**src/rtl/rtc_div_pkg.sv**
```systemverilog
package rtc_div_pkg;
  localparam int DIV_STAGES = 15;
  localparam int RATE_W     = 4;
  localparam int RATE_CODES = 1 << RATE_W;

  typedef enum logic [1:0] {
    MODE_OFF  = 2'd0,
    MODE_RUN  = 2'd1,
    MODE_HOLD = 2'd2
  } div_mode_e;

  // Decode of the 3-bit control pattern: 11x holds, 010 runs, rest off.
  function automatic div_mode_e decode_mode(input logic [2:0] pat);
    if (pat[2:1] == 2'b11)   return MODE_HOLD;
    else if (pat == 3'b010)  return MODE_RUN;
    else                     return MODE_OFF;
  endfunction

  // Divider bit driven by a non-zero rate code.
  function automatic int tap_bit(input int code);
    if (code == 1)      return 6;
    else if (code == 2) return 7;
    else                return code - 2;
  endfunction
endpackage

```
**src/rtl/rtc_mode_decode.sv**
```systemverilog
module rtc_mode_decode
  import rtc_div_pkg::*;
(
  input  logic [2:0] osc_mode,
  input  logic       tick_en,
  output div_mode_e  mode,
  output logic       hold,
  output logic       advance
);
  always_comb begin
    mode    = decode_mode(osc_mode);
    hold    = (mode == MODE_HOLD);
    advance = (mode == MODE_RUN) && tick_en;
  end
endmodule

```
**src/rtl/rtc_div_chain.sv**
```systemverilog
module rtc_div_chain
  import rtc_div_pkg::*;
#(
  parameter int STAGES = DIV_STAGES
) (
  input  logic              clk,
  input  logic              rst_n,
  input  logic              hold,
  input  logic              advance,
  input  logic              tick_en,
  input  div_mode_e         mode,
  output logic [STAGES-1:0] count,
  output logic [STAGES-1:0] count_nxt
);
  assign count_nxt = count + {{(STAGES-1){1'b0}}, 1'b1};

  always_ff @(posedge clk) begin
    if (!rst_n || hold) count <= '0;
    else if (advance)   count <= count_nxt;
  end

  p_reset_clear_r1: assert property (@(posedge clk) !rst_n |=> count == '0);
  p_hold_clear_r3: assert property (@(posedge clk) disable iff (!rst_n)
    (mode == MODE_HOLD) |=> count == '0);
  p_off_frozen_r4: assert property (@(posedge clk) disable iff (!rst_n)
    (mode == MODE_OFF) |=> $stable(count));
  p_idle_stable_r2: assert property (@(posedge clk) disable iff (!rst_n)
    (mode == MODE_RUN && !tick_en) |=> $stable(count));
  p_step_one_r2: assert property (@(posedge clk) disable iff (!rst_n)
    (mode == MODE_RUN && tick_en) |=> count == $past(count) + 1'b1);
endmodule

```
**src/rtl/rtc_tap_select.sv**
```systemverilog
module rtc_tap_select
  import rtc_div_pkg::*;
#(
  parameter int STAGES = DIV_STAGES,
  parameter int SEL_W  = RATE_W
) (
  input  logic [STAGES-1:0] count,
  input  logic [SEL_W-1:0]  sel,
  output logic              tap
);
  localparam int N_CODES = 1 << SEL_W;
  logic [N_CODES-1:0] taps;

  assign taps[0] = 1'b0;
  for (genvar c = 1; c < N_CODES; c++) begin : g_tap
    localparam int B = tap_bit(c);
    if (B < STAGES) begin : g_in
      assign taps[c] = count[B];
    end else begin : g_none
      assign taps[c] = 1'b0;
    end
  end

  assign tap = taps[sel];
endmodule

```
**src/rtl/rtc_divider.sv**
```systemverilog
module rtc_divider
  import rtc_div_pkg::*;
#(
  parameter int STAGES = DIV_STAGES,
  parameter int SEL_W  = RATE_W
) (
  input  logic             clk,
  input  logic             rst_n,
  input  logic             tick_en,
  input  logic [2:0]       osc_mode,
  input  logic [SEL_W-1:0] rate_sel,
  input  logic             sqw_en,
  output logic             sqw_out,
  output logic             rate_evt
);
  div_mode_e         mode;
  logic              hold, advance;
  logic [STAGES-1:0] count, count_nxt;
  logic              tap_now, tap_nxt, tap_rise;
  logic              sqw_lvl;

  rtc_mode_decode u_mode (
    .osc_mode (osc_mode),
    .tick_en  (tick_en),
    .mode     (mode),
    .hold     (hold),
    .advance  (advance)
  );

  rtc_div_chain #(.STAGES(STAGES)) u_chain (
    .clk       (clk),
    .rst_n     (rst_n),
    .hold      (hold),
    .advance   (advance),
    .tick_en   (tick_en),
    .mode      (mode),
    .count     (count),
    .count_nxt (count_nxt)
  );

  rtc_tap_select #(.STAGES(STAGES), .SEL_W(SEL_W)) u_sel_now (
    .count (count),
    .sel   (rate_sel),
    .tap   (tap_now)
  );

  rtc_tap_select #(.STAGES(STAGES), .SEL_W(SEL_W)) u_sel_nxt (
    .count (count_nxt),
    .sel   (rate_sel),
    .tap   (tap_nxt)
  );

  assign tap_rise = tap_nxt & ~tap_now;

  always_ff @(posedge clk) begin
    if (!rst_n || hold) begin
      sqw_lvl  <= 1'b0;
      rate_evt <= 1'b0;
    end else begin
      rate_evt <= advance & tap_rise;
      if (advance) sqw_lvl <= tap_nxt;
    end
  end

  assign sqw_out = sqw_en & sqw_lvl;

  p_evt_single_r7: assert property (@(posedge clk) disable iff (!rst_n)
    rate_evt |=> !rate_evt);
  p_evt_needs_tick_r2: assert property (@(posedge clk) disable iff (!rst_n)
    !advance |=> !rate_evt);
  p_code0_quiet_r6: assert property (@(posedge clk) disable iff (!rst_n)
    (rate_sel == '0) |=> !rate_evt);
  p_lvl_frozen_r9: assert property (@(posedge clk) disable iff (!rst_n)
    (!advance && !hold) |=> $stable(sqw_lvl));
  p_hold_quiet_r3: assert property (@(posedge clk) disable iff (!rst_n)
    hold |=> (!rate_evt && !sqw_out));
endmodule

```
**config.mk**
```make
export PLATFORM = sky130hd
export DESIGN_NAME = rtc_divider
export DESIGN_NICKNAME = d
export VERILOG_FILES = /design/src/rtl/rtc_div_pkg.sv /design/src/rtl/rtc_mode_decode.sv /design/src/rtl/rtc_div_chain.sv /design/src/rtl/rtc_tap_select.sv /design/src/rtl/rtc_divider.sv
export SDC_FILE = /design/constraint.sdc
export NUM_CORES = 1
export LEC_CHECK = 0
export ABC_AREA = 1
export BUFFER_PORTS_ARGS = -buffer_cell sky130_fd_sc_hd__buf_2
export CAP_MARGIN = 20
export CORE_MARGIN = 2
export CORE_UTILIZATION = 40
export DETAILED_ROUTE_END_ITERATION = 16
export GPL_ROUTABILITY_DRIVEN = 0
export PLACE_DENSITY_LB_ADDON = 0.2
export SLEW_MARGIN = 40
export SYNTH_ARGS = -nofsm -noshare
export SYNTH_HDL_FRONTEND = slang
export SYNTH_SLANG_ARGS = --single-unit
```
**constraint.sdc**
```tcl
create_clock -name clk -period 2.1 [get_ports clk]
set_input_delay 0.315 -clock clk [delete_from_list [all_inputs] [get_ports clk]]
set_output_delay 0.315 -clock clk [all_outputs]
set_load 0.01 [all_outputs]
```
==> results.py, run 1 <==
metrics = {
    "outcome": {
        "status": "completed",
    },
    "timing": {
        "finalSetupViolations": 0,
        "max_slew_margin_pct": 74.6,
        "fin_setup_tns_ns": 0,
        "hold_violations": 0,
        "worst_slew_pin_slew_ns": 0.380,
        "rsz0062_at_grt": "false",
        "post-route-min-period_ns": 1.80,
        "finalCritPeriodShare_pct": 85.9,
        "fmaxAchievable_mhz": 555,
        "drv_slew": 0,
        "skew_ns": 0.00697,
    },
    "synthesis": {
        "synthArstFlopShare_pct": 0,
        "syn_area_per_cell_um2": 6.54,
        "syn_nets": 207,
        "synth_edf_count": 0,
        "netlist_area_um2": 1270,
        "synth-seq-area-share_pct": 25.1,
        "synth_seq_cells": 16,
        "synthCells": 195,
        "synth_cell_types": 30,
        "synthFlopType": "dfxtp_1",
        "ys.warnings.count": 0,
    },
    "hold_path": {
        "min_from": "rate_sel[3]",
        "hold_end": "rate_evt$_SDFF_PP0_",
        "worst_hold_path_type": "input pin to flip-flop",
        "min_path_cells": 4,
    },
    "setup_path": {
        "crit_family": "simple AND/OR/NAND/NOR gates",
        "cp_max_fo": 5,
        "crit_slowest_cell": "dfxtp_1",
        "crit_path_end_kind": "flip-flop",
        "r2r_slack_ns": 0.30,
        "critical_path_arrival_ns": 2.04,
        "worstReg2RegStart": "u_chain.count[1]$_SDFFE_PP0P_",
        "cp.buffers_inverters": 1,
        "crit_path_frequent_cell": "nand2_1",
        "crit_type": "flip-flop to flip-flop",
        "reg2reg_depth": 13,
        "crit_chain": "ha_1 > nand2_1 > nor2_4 > nand3_2 > nand3_1 > nand2_1 > inv_1 > nand2_1 > a21oi_2 > nand2_1 > nand2_1 > nand2_2 > a21oi_2",
        "worstPathRequired_ns": 2.34,
        "cpPeakStageDelay_ns": 0.45,
        "cp-start-kind": "flip-flop",
        "reg2reg_to": "sqw_lvl$_SDFFE_PP0P_",
    },
    "clock_network": {
        "cts-root-buf": "clkbuf_4",
        "cts.sinks": 16,
        "cts.hold.buffers_added": 0,
        "cts_resized": 0,
        "cts_htree_levels": 1,
        "tritoncts": "done",
        "cts-buffers-inserted": 3,
        "clkSlewWorstSetupHoldPaths_ns": 0.11,
        "insertion_delay_ns": 0.30,
        "clockBufferDepth": 2,
        "postCtsSetupBuffers": 0,
    },
    "drt": {
        "via_per_inst": 5.24,
        "wl_um": 3160,
        "ant_nets": 0,
        "wl_per_cell_um": 12.6,
        "first_iter_violations": 110,
        "dr.pass1.iters": 4,
        "drc": 0,
        "vias": 1314,
    },
    "cells_and_area": {
        "fillerInstances": 327,
        "syn_to_final_growth_pct": 9.13,
        "drive_gt1_share_pct": 21.3,
        "finish.instance_area_um2": 1390,
        "diodes": 0,
        "nets": 220,
    },
    "floorplanning": {
        "dieWidth_um": 60.5,
        "initial_utilization_pct": 41.8,
        "core-area_um2": 3050,
        "io_pins": 13,
        "die_area_um2": 3650,
        "num_rows": 20,
        "fp.dieH_um": 60.5,
    },
    "place": {
        "placed_area_um2": 1360,
        "dp_hpwl_um": 2480,
        "portBuffers": 12,
    },
    "power": {
        "p_per_area_nw_per_um2": 453,
        "ir_worst_vdd_mv": 0.247,
        "leakagePower_nw": 0.575,
    },
    "global_route": {
        "antenna_found_initial": 0,
        "grt_pass1_vias": 1221,
        "grt_pass1_wl_um": 5510,
        "track_usage_pct": 19.9,
        "grt_max_degree": 17,
        "overflow": 0,
    },
    "run": {
        "cap_violations": 0,
    },
}
==> metal layers <==
metal / wire [um] / GRT usage (%) / share of wire [%] / vias up
li1: - / - / - / 675
met1: 1460 / 26.4 / 46 / 593
met2: 1460 / 33.2 / 46 / 39
met3: 187 / 3.20 / 5.9 / 7
met4: 48 / 6.52 / 1.5 / 0
met5: 0 / 0 / 0 / -
==> cells by family after synthesis <==
family,share of synthesized area [%]
DFF,25.1
xor gates and xnor gates,2.06
adders and majority gates,0.981
and+or+nand+nor,36.4
buffers and inverters,14.4
AOI/OAI and AO/OA,21.0
==> synth_stat cells (3+ instances only) <==
library cell  number  share of area [%]
nand2_1           30                8.8
inv_1             26                7.7
nand3_1           21                8.2
dfxtp_1           16                 25
o21ai_0           15                5.9
nor2_1            14                4.1
a21oi_1           13                5.1
nand2_2            9                4.4
o211ai_1           6                3.5
o21ai_1            5                2.0
inv_2              4                1.2
nand4_1            4                2.0
nor2_4             4                3.5
buf_4              3                1.8
nand3_2            3                2.4
nor2_2             3                1.5
o221ai_1           3                2.1
==> final cells by class <==
class                           count  area [um^2]  area share [%]
Clock buffer                        4         36.3            2.61
Inverter                           32          134            9.62
Multi-Input combinational cell    141          771            55.4
Sequential cell                    16          320            23.0
Tap cell                           44         55.1            3.96
Timing Repair Buffer               14         75.1            5.40
==> worst reg2reg max path: cells and delay by family (launching register included) <==
family                   cells  cell delay, ns
AO/OA/AOI/OAI                2            0.22
AND/OR/NAND/NOR              9            0.76
adder cells (fa/ha/maj)      1            0.26
buffers and inverters        1            0.05
flip-flops                   1            0.45
==> flip-flops by register name, summed over array words and instances (netlist names) <==
name / count
rate_evt: 1
sqw_lvl: 1
u_chain.count: 14
==> metrics by stage <==
stage | util (%) | setup slack, ns | power, mW | hold slack, ns | cells
2_1_floorplan | - | 0.563 | 0.393 | 0.456 | 195
3_3_place_gp | 44.4 | 0.390 | 0.419 | 0.469 | 247
3_5_place_dp | 44.4 | 0.327 | 0.420 | 0.471 | 247
4_1_cts | 45.6 | 0.287 | 0.637 | 0.398 | 251
5_1_grt | 45.6 | 0.0633 | 0.661 | 0.436 | 251
6_report | 45.6 | 0.297 | 0.630 | 0.399 | 251
==> cell usage in the layout (no fill, tap or decap), drive strengths merged <==
master,Yosys,layout
a211oi,1,1
a21oi,15,15
a31oi,1,1
and2,1,1
and3,1,1
buf,6,14
bufinv,1,1
clkbuf,0,4
clkinv,1,1
dfxtp,16,16
ha,1,1
inv,30,30
nand2,39,39
nand3,24,24
nand4,4,4
nor2,21,21
o211ai,6,6
o21ai,20,20
o221ai,3,3
or2,1,1
xnor2,1,1
xor2,2,2
==> worst max-delay path by stage <==
| stage | startpoint | to | slack, ns | cells after the start |
|---|---|---|---|---|
| 2_1_floorplan | u_chain.count[1]$_SDFFE_PP0P_ | sqw_lvl$_SDFFE_PP0P_ | 0.56 | 13 |
| 3_3_place_gp | u_chain.count[1]$_SDFFE_PP0P_ | sqw_lvl$_SDFFE_PP0P_ | 0.39 | 13 |
| 3_5_place_dp | u_chain.count[1]$_SDFFE_PP0P_ | sqw_lvl$_SDFFE_PP0P_ | 0.33 | 13 |
| 4_1_cts | u_chain.count[1]$_SDFFE_PP0P_ | sqw_lvl$_SDFFE_PP0P_ | 0.29 | 13 |
| 5_1_grt | u_chain.count[1]$_SDFFE_PP0P_ | sqw_lvl$_SDFFE_PP0P_ | 0.06 | 12 |
| 6_report | u_chain.count[1]$_SDFFE_PP0P_ | sqw_lvl$_SDFFE_PP0P_ | 0.30 | 13 |
==> report_power, final <==
part           total, mW  internal, mW  switching (mW)  leakage, nW
logic             0.0939        0.0347          0.0592        0.424
clock network      0.217         0.106           0.111       0.0210
registers          0.319         0.310         0.00936        0.129
Note: power is estimated with default switching activity, not from simulation.
==> run 2, diff against run 1 <==
==> constraint.sdc (replaced) <==
create_clock -name clk -period 1.6 [get_ports clk]
set_input_delay 0.24 -clock clk [delete_from_list [all_inputs] [get_ports clk]]
set_output_delay 0.24 -clock clk [all_outputs]
set_load 0.01 [all_outputs]
==> results.py, run 2 (synthesis gave the netlist of run 1 again) <==
metrics = {
    "outcome": {
        "status": "completed",
    },
    "place": {
        "place_ws_ns": -0.0822,
        "dp_hpwl_um": 2690,
        "portBuffers": 12,
    },
    "floorplanning": {
        "num_rows": 20,
        "die_area_um2": 3650,
        "initial_utilization_pct": 41.8,
        "fp.dieH_um": 60.5,
        "dieWidth_um": 60.5,
        "core-area_um2": 3050,
        "io_pins": 13,
    },
    "global_route": {
        "grt_pass1_vias": 1370,
        "overflow": 0,
        "grt_pass1_wl_um": 6120,
        "grt_max_degree": 15,
        "track_usage_pct": 22.4,
        "antenna_found_initial": 0,
    },
    "clock_network": {
        "clockBufferDepth": 2,
        "cts_htree_levels": 1,
        "cts-root-buf": "clkbuf_4",
        "tritoncts": "done",
        "insertion_delay_ns": 0.30,
        "clkSlewWorstSetupHoldPaths_ns": 0.10,
        "cts-buffers-inserted": 3,
        "cts.sinks": 16,
    },
    "timing": {
        "worst_slew_pin_slew_ns": 0.404,
        "finalCritPeriodShare_pct": 99.1,
        "worst_slack_ns": 0.0136,
        "drv_slew": 0,
        "skew_ns": 0.00358,
        "rsz0062_at_grt": "true",
        "hold_violations": 0,
        "post-route-min-period_ns": 1.59,
        "finalSetupViolations": 0,
        "fmaxAchievable_mhz": 630,
        "max_slew_margin_pct": 73.1,
    },
    "drt": {
        "wl_per_cell_um": 13.1,
        "wl_um": 3500,
        "ant_nets": 0,
        "dr.pass1.iters": 4,
        "via_per_inst": 5.31,
        "first_iter_violations": 55,
        "drc": 0,
        "vias": 1417,
    },
    "setup_path": {
        "cpPeakStageDelay_ns": 0.38,
        "crit_chain": "ha_4 > nand2_2 > nor2_4 > nand3_2 > nand3_2 > nand2_1 > inv_1 > nand2_1 > a21oi_2 > nand2_1 > nand2_2 > nand2_2 > a21oi_2",
        "crit_slowest_cell": "dfxtp_2",
        "worstPathRequired_ns": 1.84,
        "critical_path_arrival_ns": 1.83,
        "cp_max_fo": 4,
        "cp-start-kind": "flip-flop",
        "crit_type": "flip-flop to flip-flop",
        "crit_path_end_kind": "flip-flop",
    },
    "run": {
        "cap_violations": 0,
    },
    "cells_and_area": {
        "diodes": 0,
        "largest_reg_flops": 14,
        "syn_to_final_growth_pct": 22.4,
        "top_regs": "u_chain.count x14, rate_evt x1, sqw_lvl x1",
        "layout_commonest_cell": "nand2_1",
        "final_cell_mix": "28 x nand2_1, 26 x inv_1, 20 x nand3_1",
        "drive_gt1_share_pct": 31.8,
        "fin_util_pct": 51.1,
        "largest_register": "u_chain.count",
        "nets": 236,
    },
    "power": {
        "ir_worst_vdd_mv": 0.323,
        "p_per_area_nw_per_um2": 540,
        "finalPower_mw": 0.842,
        "leakagePower_nw": 0.660,
    },
    "hold_path": {
        "worst_hold_path_type": "input pin to flip-flop",
    },
}
run 2: layout make-up:
class                           instances  area, um^2
Sequential cell                        16         327
Clock buffer                            4        36.3
Inverter                               32         128
Multi-Input combinational cell        141         816
Timing Repair Buffer                   30         199
Fill cell                             329        1490
Tap cell                               44        55.1
run 2: worst paths after layout:
check	slack, ns	from	endpoint	cells after the start
min reg2reg	0.49	sqw_lvl$_SDFFE_PP0P_	sqw_lvl$_SDFFE_PP0P_	2
min	0.31	rate_sel[3]	rate_evt$_SDFF_PP0_	4
max reg2reg	0.01	u_chain.count[1]$_SDFFE_PP0P_	sqw_lvl$_SDFFE_PP0P_	13
max	0.01	u_chain.count[1]$_SDFFE_PP0P_	sqw_lvl$_SDFFE_PP0P_	13
run 2: critical path, delay by kind of cell, from the launching register on:
family          cells  cell delay, ns
compound gates      2            0.22
fa+ha+maj           1            0.16
buf+inv             1            0.06
flops               1            0.38
simple gates        9            0.70
run 2: report_power, final:
part           leakage, nW  switching, mW  internal [mW]
combinational        0.508         0.0873         0.0581
clock               0.0210          0.142          0.139
sequential           0.131         0.0104          0.406
total                0.660          0.239          0.603
run 2: through the flow:
stage	cell area [um^2]	std cells	setup TNS, ns	hold WS, ns
floorplan	1270	195	0	0.456
global route	1560	267	-0.296	0.349
CTS	1520	264	0	0.305
detailed placement	1450	260	-0.148	0.475
finish	1560	267	0	0.308
global placement	1450	260	-0.0461	0.467
run 2: routing by layer:
metal | track usage (%) | share of wire [%] | vias up
li1 | - | - | 699
met1 | 28.8 | 42 | 645
met2 | 36.6 | 49 | 62
met3 | 4.48 | 6.8 | 11
met4 | 9.63 | 2.6 | 0
met5 | 0 | 0 | -
run 2: what timing repair did:
item	in CTS	in global routing
hold buffers	0	0
pin swaps	1	5
gates resized for setup	8	8
endpoints found under the setup margin	2	2
setup buffers	0	3
